$ cat src/rtl/nms_pkg.sv
package nms_pkg;
    localparam int CUBE_CELLS  = 27;
    localparam int CUBE_CENTER = 13;
    localparam int CUBE_NBRS   = CUBE_CELLS - 1;

    typedef enum logic [0:0] {
        ST_IDLE = 1'b0,
        ST_BUSY = 1'b1
    } nms_state_e;
endpackage

$ cat src/rtl/nms_thresh_reg.sv
module nms_thresh_reg #(
    parameter int VAL_W = 32
) (
    input  logic             clk,
    input  logic             rst_n,
    input  logic             we,
    input  logic [VAL_W-1:0] wdata,
    output logic [VAL_W-1:0] thr_q
);
    always_ff @(posedge clk or negedge rst_n) begin
        if (!rst_n) begin
            thr_q <= '0;
        end else if (we) begin
            thr_q <= wdata;
        end
    end
endmodule

$ cat src/rtl/nms_cube_cmp.sv
module nms_cube_cmp
    import nms_pkg::*;
#(
    parameter int VAL_W = 32
) (
    input  logic [CUBE_CELLS*VAL_W-1:0] cube,
    input  logic [VAL_W-1:0]            thr,
    output logic [CUBE_NBRS-1:0]        nbr_gt,
    output logic                        thr_gt
);
    logic signed [VAL_W-1:0] center;

    assign center = $signed(cube[CUBE_CENTER*VAL_W +: VAL_W]);
    assign thr_gt = center > $signed(thr);

    for (genvar i = 0; i < CUBE_CELLS; i++) begin : g_cell
        if (i < CUBE_CENTER) begin : g_below
            assign nbr_gt[i] = center > $signed(cube[i*VAL_W +: VAL_W]);
        end else if (i > CUBE_CENTER) begin : g_above
            assign nbr_gt[i-1] = center > $signed(cube[i*VAL_W +: VAL_W]);
        end
    end
endmodule

$ cat src/rtl/nms_pos_gate.sv
module nms_pos_gate #(
    parameter int IMG_W      = 640,
    parameter int IMG_H      = 480,
    parameter int NUM_SCALES = 8,
    parameter int X_W        = 10,
    parameter int Y_W        = 9,
    parameter int S_W        = 3
) (
    input  logic [X_W-1:0] x,
    input  logic [Y_W-1:0] y,
    input  logic [S_W-1:0] scale,
    output logic           interior
);
    localparam logic [X_W-1:0] X_LAST = X_W'(IMG_W - 1);
    localparam logic [Y_W-1:0] Y_LAST = Y_W'(IMG_H - 1);
    localparam logic [S_W-1:0] S_LAST = S_W'(NUM_SCALES - 1);

    logic x_ok, y_ok, s_ok;

    always_comb begin
        x_ok     = (x != '0) && (x < X_LAST);
        y_ok     = (y != '0) && (y < Y_LAST);
        s_ok     = (scale != '0) && (scale < S_LAST);
        interior = x_ok && y_ok && s_ok;
    end
endmodule

$ cat src/rtl/nms_3d_peak.sv
module nms_3d_peak
    import nms_pkg::*;
#(
    parameter int VAL_W      = 32,
    parameter int IMG_W      = 640,
    parameter int IMG_H      = 480,
    parameter int NUM_SCALES = 8,
    parameter int X_W        = $clog2(IMG_W),
    parameter int Y_W        = $clog2(IMG_H),
    parameter int S_W        = $clog2(NUM_SCALES)
) (
    input  logic                        clk,
    input  logic                        rst_n,
    input  logic                        thr_we,
    input  logic [VAL_W-1:0]            thr_wdata,
    input  logic                        in_valid,
    input  logic [CUBE_CELLS*VAL_W-1:0] in_cube,
    input  logic [X_W-1:0]              in_x,
    input  logic [Y_W-1:0]              in_y,
    input  logic [S_W-1:0]              in_scale,
    output logic                        out_valid,
    output logic                        out_feat,
    output logic [X_W-1:0]              out_x,
    output logic [Y_W-1:0]              out_y,
    output logic [S_W-1:0]              out_scale
);
    nms_state_e state_q, state_d;

    logic [VAL_W-1:0]     thr_q;
    logic [CUBE_NBRS-1:0] nbr_gt;
    logic                 thr_gt;
    logic                 interior;

    logic [CUBE_NBRS-1:0] s1_nbr_gt;
    logic                 s1_thr_gt;
    logic                 s1_interior;
    logic [X_W-1:0]       s1_x;
    logic [Y_W-1:0]       s1_y;
    logic [S_W-1:0]       s1_scale;

    nms_thresh_reg #(.VAL_W(VAL_W)) u_thr (
        .clk   (clk),
        .rst_n (rst_n),
        .we    (thr_we),
        .wdata (thr_wdata),
        .thr_q (thr_q)
    );

    nms_cube_cmp #(.VAL_W(VAL_W)) u_cmp (
        .cube   (in_cube),
        .thr    (thr_q),
        .nbr_gt (nbr_gt),
        .thr_gt (thr_gt)
    );

    nms_pos_gate #(
        .IMG_W(IMG_W), .IMG_H(IMG_H), .NUM_SCALES(NUM_SCALES),
        .X_W(X_W), .Y_W(Y_W), .S_W(S_W)
    ) u_pos (
        .x        (in_x),
        .y        (in_y),
        .scale    (in_scale),
        .interior (interior)
    );

    // State register
    always_ff @(posedge clk or negedge rst_n) begin
        if (!rst_n) begin
            state_q <= ST_IDLE;
        end else begin
            state_q <= state_d;
        end
    end

    // Next state
    always_comb begin
        state_d = state_q;
        unique case (state_q)
            ST_IDLE: state_d = in_valid ? ST_BUSY : ST_IDLE;
            ST_BUSY: state_d = in_valid ? ST_BUSY : ST_IDLE;
            default: state_d = ST_IDLE;
        endcase
    end

    // First stage: comparison results of the accepted cube
    always_ff @(posedge clk or negedge rst_n) begin
        if (!rst_n) begin
            s1_nbr_gt   <= '0;
            s1_thr_gt   <= 1'b0;
            s1_interior <= 1'b0;
            s1_x        <= '0;
            s1_y        <= '0;
            s1_scale    <= '0;
        end else if (in_valid) begin
            s1_nbr_gt   <= nbr_gt;
            s1_thr_gt   <= thr_gt;
            s1_interior <= interior;
            s1_x        <= in_x;
            s1_y        <= in_y;
            s1_scale    <= in_scale;
        end
    end

    // Outputs
    always_ff @(posedge clk or negedge rst_n) begin
        if (!rst_n) begin
            out_valid <= 1'b0;
            out_feat  <= 1'b0;
            out_x     <= '0;
            out_y     <= '0;
            out_scale <= '0;
        end else begin
            unique case (state_q)
                ST_IDLE: begin
                    out_valid <= 1'b0;
                    out_feat  <= 1'b0;
                end
                ST_BUSY: begin
                    out_valid <= 1'b1;
                    out_feat  <= (&s1_nbr_gt) && s1_thr_gt && s1_interior;
                    out_x     <= s1_x;
                    out_y     <= s1_y;
                    out_scale <= s1_scale;
                end
                default: begin
                    out_valid <= 1'b0;
                    out_feat  <= 1'b0;
                end
            endcase
        end
    end
endmodule

$ cat config.mk
export PLATFORM = sky130hd
export DESIGN_NAME = nms_3d_peak
export DESIGN_NICKNAME = d
export VERILOG_FILES = /design/src/rtl/nms_pkg.sv /design/src/rtl/nms_thresh_reg.sv /design/src/rtl/nms_cube_cmp.sv /design/src/rtl/nms_pos_gate.sv /design/src/rtl/nms_3d_peak.sv
export SDC_FILE = /design/constraint.sdc
export NUM_CORES = 1
export LEC_CHECK = 0
export BUFFER_PORTS_ARGS = -buffer_cell sky130_fd_sc_hd__buf_4
export CAP_MARGIN = 15
export CORE_AREA = 5 5 363 365
export CTS_CLUSTER_DIAMETER = 200
export CTS_CLUSTER_SIZE = 25
export DETAILED_ROUTE_END_ITERATION = 10
export DIE_AREA = 0 0 368 370
export SLEW_MARGIN = 40
export SYNTH_ARGS = -nofsm -noshare
export SYNTH_HDL_FRONTEND = slang
export SYNTH_HIERARCHICAL = 1
export SYNTH_SLANG_ARGS = --single-unit
$ cat constraint.sdc
create_clock -name clk -period 2.3 [get_ports clk]
set_clock_uncertainty 0.2 [all_clocks]
set_input_delay 0.115 -clock clk [delete_from_list [all_inputs] [get_ports clk]]
set_output_delay 0.115 -clock clk [all_outputs]
set_load 0.02 [all_outputs]
==> reports/results.ini, run 1 <==
[grt]
grt_pass1_wl_um=217100
grt_max_degree=67
antenna_found_initial=45
grt_usage_pct=22.41
grt_pass1_vias=31090
grt-ovfl-total=0

[route]
wl_per_cell_um=25.25
drtAntennaViolNets=0
drt-pass1-iter-count=5
via_per_inst=4.771
drc=0
vias=30690
wl_um=162400
drt_iter0_markers=2104

[clocking]
cts_num_sinks=107
clk_latency_ns=0.39
htreeDepth=3
clkSlewWorstSetupHoldPaths_ns=0.12
cts_buffer_depth=2
cts_buffers=9
tritoncts=yes
cts_root_buf=clkbuf_16

[logic_synthesis]
postSynthCellCount=3273
yosysTopAreaCell=ha_1
synth-simple-area-share_pct=12.21
async_reset_ff_share_pct=100.0
synth-edff-count=0
synth_top_cell_area_share_pct=41.78
synth_seq_cells=107
mappedNetlistArea_mm2=0.02587
synth_xor_area_share_pct=0
synth_nets=5059
synth-warning-count=6
syn_avg_cell_area_um2=7.906
synth_top_family_by_area=adder cells
synthTopCellsByArea=ha_1, inv_1, dfrtp_1
synth-compound-area-share_pct=17.07
ys_types=39
synth_fa_ha_area_share_pct=41.78
synthFlopType=dfrtp_1
synthMuxAreaShare_pct=6.006
ys_seq_area_share_pct=10.35

[finish]
fillers=13670
drive_gt1_share_pct=33.72
nets=6514
layout.cells.non_filler=6432
syn_to_final_growth_pct=56.58

[timing]
period_share_pct=101.9
tightest_slew_ns=0.7834
finalSetupViolCount=1
finalHoldViolations=0
period_needed_ns=2.344
layout_setup_ws_ns=-0.04400
relSlewSlack_pct=47.22
grt_setup_unrepaired=true
fin_setup_tns_ns=-0.04400
fmax_ghz=0.4266
slew_violations=0

[worst_setup_path]
slowest_stage=dfrtp_1
max_stage_delay_ns=0.39
crit_path_end_kind=flop
crit_path_start_kind=flop
critical_path_class=reg -> reg
crit_chain=inv_1, ha_1, nand4_1, nor2_1, a221o_1, o31ai_2, o2111ai_1, mux2i_1, mux2_2
path_max_fanout=2
required_ns=2.41
crit_arrival_ns=2.45

[floorplanning]
core_mm2=0.1285
initial_core_util_pct=20.14
rows=132
die_y_um=370
die_w_um=368
die_area_mm2=0.1362
ios=946

[placement]
dp_hpwl_um=142400
place_inst=6329
portBuffers=945
routabilityCongestion=0.9886

[min_path]
hp-class=in -> reg

[status]
status=complete, but fails checks
violations=setup timing

[flow_run]
maxCapViolCount=0

[power]
cellLeakagePower_uw=0.02310
ir_drop_mv=0.3596
p_total_uw=11760
power_density_mw_per_mm2=290.3

## sequential cells by signal, summed over array words and instances, names as in the netlist
| name | count |
|---|---|
| s1_nbr_gt | 26 |
| out_y | 9 |
| s1_y | 9 |
| s1_interior | 1 |
| out_valid | 1 |
| s1_scale | 3 |
| state_q | 1 |
| out_x | 10 |
| u_thr/thr_q | 32 |
| out_scale | 3 |
| s1_thr_gt | 1 |
| out_feat | 1 |
| s1_x | 10 |
## cell type report
cell class | instances | area, µm² | share of cell area (%)
inverters | 838 | 3146 | 7.764
clock buffers | 10 | 239.0 | 0.5899
clock inverters | 6 | 65.06 | 0.1606
flip-flops and latches | 107 | 2678 | 6.609
well taps | 1675 | 2096 | 5.173
diodes | 24 | 60.06 | 0.1482
repair buffers | 1456 | 11950 | 29.50
multi-input cells | 2316 | 20280 | 50.05
## metrics by stage
step,worst slack (ns),utilization [%],hold slack (ns),instance area [µm²]
global placement,-0.7713,30.33,-0.06064,38970
finish,-0.04400,31.53,0.03269,40510
floorplan,0.05092,-,-0.3806,25870
CTS,0.001569,31.16,0.02677,40040
global route,-0.09283,31.51,0.01859,40490
detailed placement,-0.8284,30.33,-0.05840,38970
## worst max-delay path, delay by kind of cell, from the launching register on
family / cells / cell delay (ns)
AOI/OAI and AO/OA: 3 / 0.65
muxes: 2 / 0.43
DFF: 1 / 0.39
adders and majority gates: 1 / 0.26
and+or+nand+nor: 2 / 0.23
buffers and inverters: 1 / 0.11
## timing repair
item                                   in CTS  in global routing
hold buffers                               55                  0
pin swaps                                  11                 25
gates cloned                                0                  2
setup endpoints to repair                  20                 20
endpoints found under the hold margin     162                  0
setup buffers                               2                  4
gates resized for setup                    44                 64
## layer usage
metal | global-route usage, % | up-vias | wire length, µm
met5 | 0 | - | 33
met4 | 8.676 | 6 | 6983
met3 | 3.716 | 251 | 11880
met2 | 38.16 | 1336 | 75650
met1 | 28.30 | 14580 | 67830
li1 | - | 14510 | -
## cells in the final DEF, fill, tap and decap left out, types with 3 or more instances in the layout
cell / count
mux2_2: 74
ha_4: 6
nor2b_1: 27
ha_1: 858
nor4_2: 13
o211ai_1: 28
a221o_1: 27
buf_8: 6
o31ai_2: 5
nor4_4: 3
o31ai_1: 19
nor4_1: 40
nor2_1: 82
nand2_1: 158
a21o_1: 111
buf_12: 60
mux2_4: 30
a211oi_1: 26
diode_2: 24
buf_6: 9
buf_4: 1323
dlygate4sd3_1: 55
dfrtp_1: 107
o21ai_1: 4
a21oi_2: 31
inv_2: 3
o21ai_0: 102
o2111ai_1: 24
nand3_1: 89
a21boi_1: 22
mux2i_1: 27
nand4_1: 196
a21oi_1: 289
inv_8: 3
a21boi_2: 5
clkbuf_16: 11
inv_1: 835
## Yosys cell counts, types with 7 or more instances
cell       number
ha_1          864
a21oi_2        26
a21boi_1       26
buf_2           7
nand4_1       196
dfrtp_1       107
mux2_2         74
a221o_1        27
mux2i_1        27
nor2_1         82
nor4_1         55
o31ai_1        26
o2111ai_1      26
a211oi_1       27
a21oi_1       294
a21o_1        111
mux2_4         30
inv_1         838
o211ai_1       28
nand3_1        89
nor2b_1        27
o21ai_0       106
nand2_1       159
## final timing paths
| path | start | to | slack, ns | cells past startpoint |
|---|---|---|---|---|
| worst max register to register | u_thr/thr_q[10] | s1_thr_gt | -0.04 | 9 |
| worst min-delay path | in_valid | state_q | 0.03 | 2 |
| max in group asynchronous | rst_n | out_y[1] | 1.40 | 3 |
| worst min register to register | s1_x[7] | out_x[7] | 0.31 | 1 |
| min in group asynchronous | rst_n | u_thr/thr_q[22] | 0.07 | 3 |
| worst max-delay path | u_thr/thr_q[10] | s1_thr_gt | -0.04 | 9 |
## cells by family after synthesis
| group | count (synthesis) |
|---|---|
| flops | 107 |
| compound gates | 703 |
| simple gates | 618 |
| mux | 131 |
| fa+ha+maj | 864 |
| buf+inv | 850 |
## power breakdown
group / leakage (µW) / internal (µW) / switching, µW
Sequential: 0.00125 / 2140 / 219
Combinational: 0.0217 / 3720 / 3790
Clock: 0.000144 / 814 / 1090
Note: power is estimated with default switching activity, not from simulation.
==> run 2, diff against run 1 <==
BUFFER_PORTS_ARGS = unset   (was -buffer_cell sky130_fd_sc_hd__buf_4)
DONT_BUFFER_PORTS = 1   (was unset)
HOLD_SLACK_MARGIN = 0.12   (was unset)
clock period = 2.5 ns   (was 2.3 ns; I/O delays follow)
==> run 2 against run 1 <==
Against the previous run: the run ends with hold timing left; final cell count is 20% lower; die area stayed put; clock power is 12% lower; sequential share of layout area is 2.4 points higher; maximum frequency is 2.5% lower; critical path depth stayed put; register-to-register slack better by 0.14 ns; global-route usage is 2.9 points lower; setup slack better by 0.14 ns.
==> reports/results.ini, run 2 (synthesis gave the netlist of run 1 again) <==
[status]
status=complete, but fails checks
violations=hold timing

[grt]
grt.met3_usage_pct=5.245
grt-ovfl-total=0
grt_pass1_wl_um=186700
grt_usage_pct=19.47
grt_max_degree=108
antenna_found_initial=32
met2_usage_pct=31.95
grt_pass1_vias=25800
grt_util_met1_pct=23.69
grt_busiest_layer=met2

[timing]
period_share_pct=96.20
finalSetupViolCount=0
period_needed_ns=2.405
slew_violations=0
relSlewSlack_pct=48.68
grt_setup_unrepaired=false
whs_ns=-0.8063
fmax_ghz=0.4158
fin_setup_tns_ns=0
finalHoldViolations=107
tightest_slew_ns=0.7504

[route]
drt-pass1-iter-count=6
wl_um=141000
vias=25920
drc=0
via_per_inst=5.049
drt_iter0_markers=2118
drtAntennaViolNets=0
wl_per_cell_um=27.46

[floorplanning]
die_w_um=368
die_y_um=370
ios=946
initial_core_util_pct=20.14
rows=132
core_mm2=0.1285
die_area_mm2=0.1362

[clocking]
cts_buffers=9
tritoncts=yes
htreeDepth=3
ctsHoldBuffers=111
clkSlewWorstSetupHoldPaths_ns=0.11
cts_num_sinks=107
cts_buffer_depth=2
cts_root_buf=clkbuf_16
clk_latency_ns=0.41

[power]
cellLeakagePower_uw=0.01657
power_density_mw_per_mm2=269.3
ir_drop_mv=0.2963

[worst_setup_path]
critPathLaunch=u_thr/thr_q[14]
r2r.worst_path.cells=9
cp_num_cells=9
crit_chain=inv_1, ha_1, nand4_1, nor2_1, a221o_1, o31ai_2, o2111ai_1, mux2i_1, mux2_2
critical_path_class=reg -> reg
path_max_fanout=3
max_stage_delay_ns=0.35
cp_top_family=compound AO/OA/AOI/OAI gates
slowest_stage=dfrtp_1
crit_path_start_kind=flop
r2r-end=s1_thr_gt
required_ns=2.62
worstReg2RegStart=u_thr/thr_q[14]
cp_num_buf_inv=1
crit_path_end_kind=flop
crit_arrival_ns=2.52
crit_end=s1_thr_gt
ff2ff_setup_slack_ns=0.09

[finish]
nets=5225
final_common_cell=ha_1
regMostFlops=u_thr/thr_q
drive_gt1_share_pct=6.272
stdcell_area_mm2=0.02986
reg_top3=u_thr/thr_q (32), s1_nbr_gt (26)
largest_reg_flops=32
syn_to_final_growth_pct=15.42
fillers=14200
finish.utilization_pct=23.24
layout_common_cells=ha_1, inv_1, a21oi_1

[placement]
routabilityCongestion=0.9860
dp_hpwl_um=108000
portBuffers=0
place_area_mm2=0.02831

[min_path]
hp-class=in -> async

[flow_run]
maxCapViolCount=0

[run 2: per-stage QoR]
step / std cells / power (µW) / setup slack [ns]
2_1_floorplan: 3273 / 4973 / 0.2509
3_3_place_gp: 4991 / 5953 / -0.2320
3_5_place_dp: 4991 / 6065 / -0.1353
4_1_cts: 5118 / 8081 / 0.02914
5_1_grt: 5125 / 8729 / 0.01019
6_report: 5133 / 8043 / 0.09495
[run 2: what timing repair did]
item	in CTS	in global routing
hold endpoints to repair	190	107
setup endpoints to repair	0	5
buffers inserted	0	1
resized for setup	0	9
[run 2: how the worst min path moves through the flow]
stage                from           end  slack, ns  depth (start not counted)
floorplan           rst_n      out_feat      -0.37                          0
global placement    rst_n      out_x[7]      -0.37                          0
detailed placement  rst_n       s1_x[8]      -0.37                          0
CTS                 rst_n     s1_thr_gt      -0.87                          0
global route        rst_n  s1_nbr_gt[0]      -0.85                          0
finish              rst_n     s1_thr_gt      -0.81                          0
[run 2: where the power goes]
group	switching, µW	internal (µW)
clock	940	729
sequential	286	1970
combinational	2200	1920
[run 2: final cells by class]
cell class | instances | area (µm²) | area share [%]
Multi-Input combinational cell | 2316 | 20000 | 66.97
Inverter | 838 | 3146 | 10.53
Sequential cell | 107 | 2678 | 8.966
Tap cell | 1675 | 2096 | 7.017
Timing Repair Buffer | 167 | 1594 | 5.337
Clock buffer | 9 | 225.2 | 0.7541
Clock inverter | 7 | 91.34 | 0.3058
Antenna cell | 14 | 35.03 | 0.1173
[run 2: metal layers]
metal  part of all wire, %  wire [µm]
met1                    40      56830
met2                    45      64090
met3                   9.2      12970
met4                   5.0       6989
met5                 0.067         95
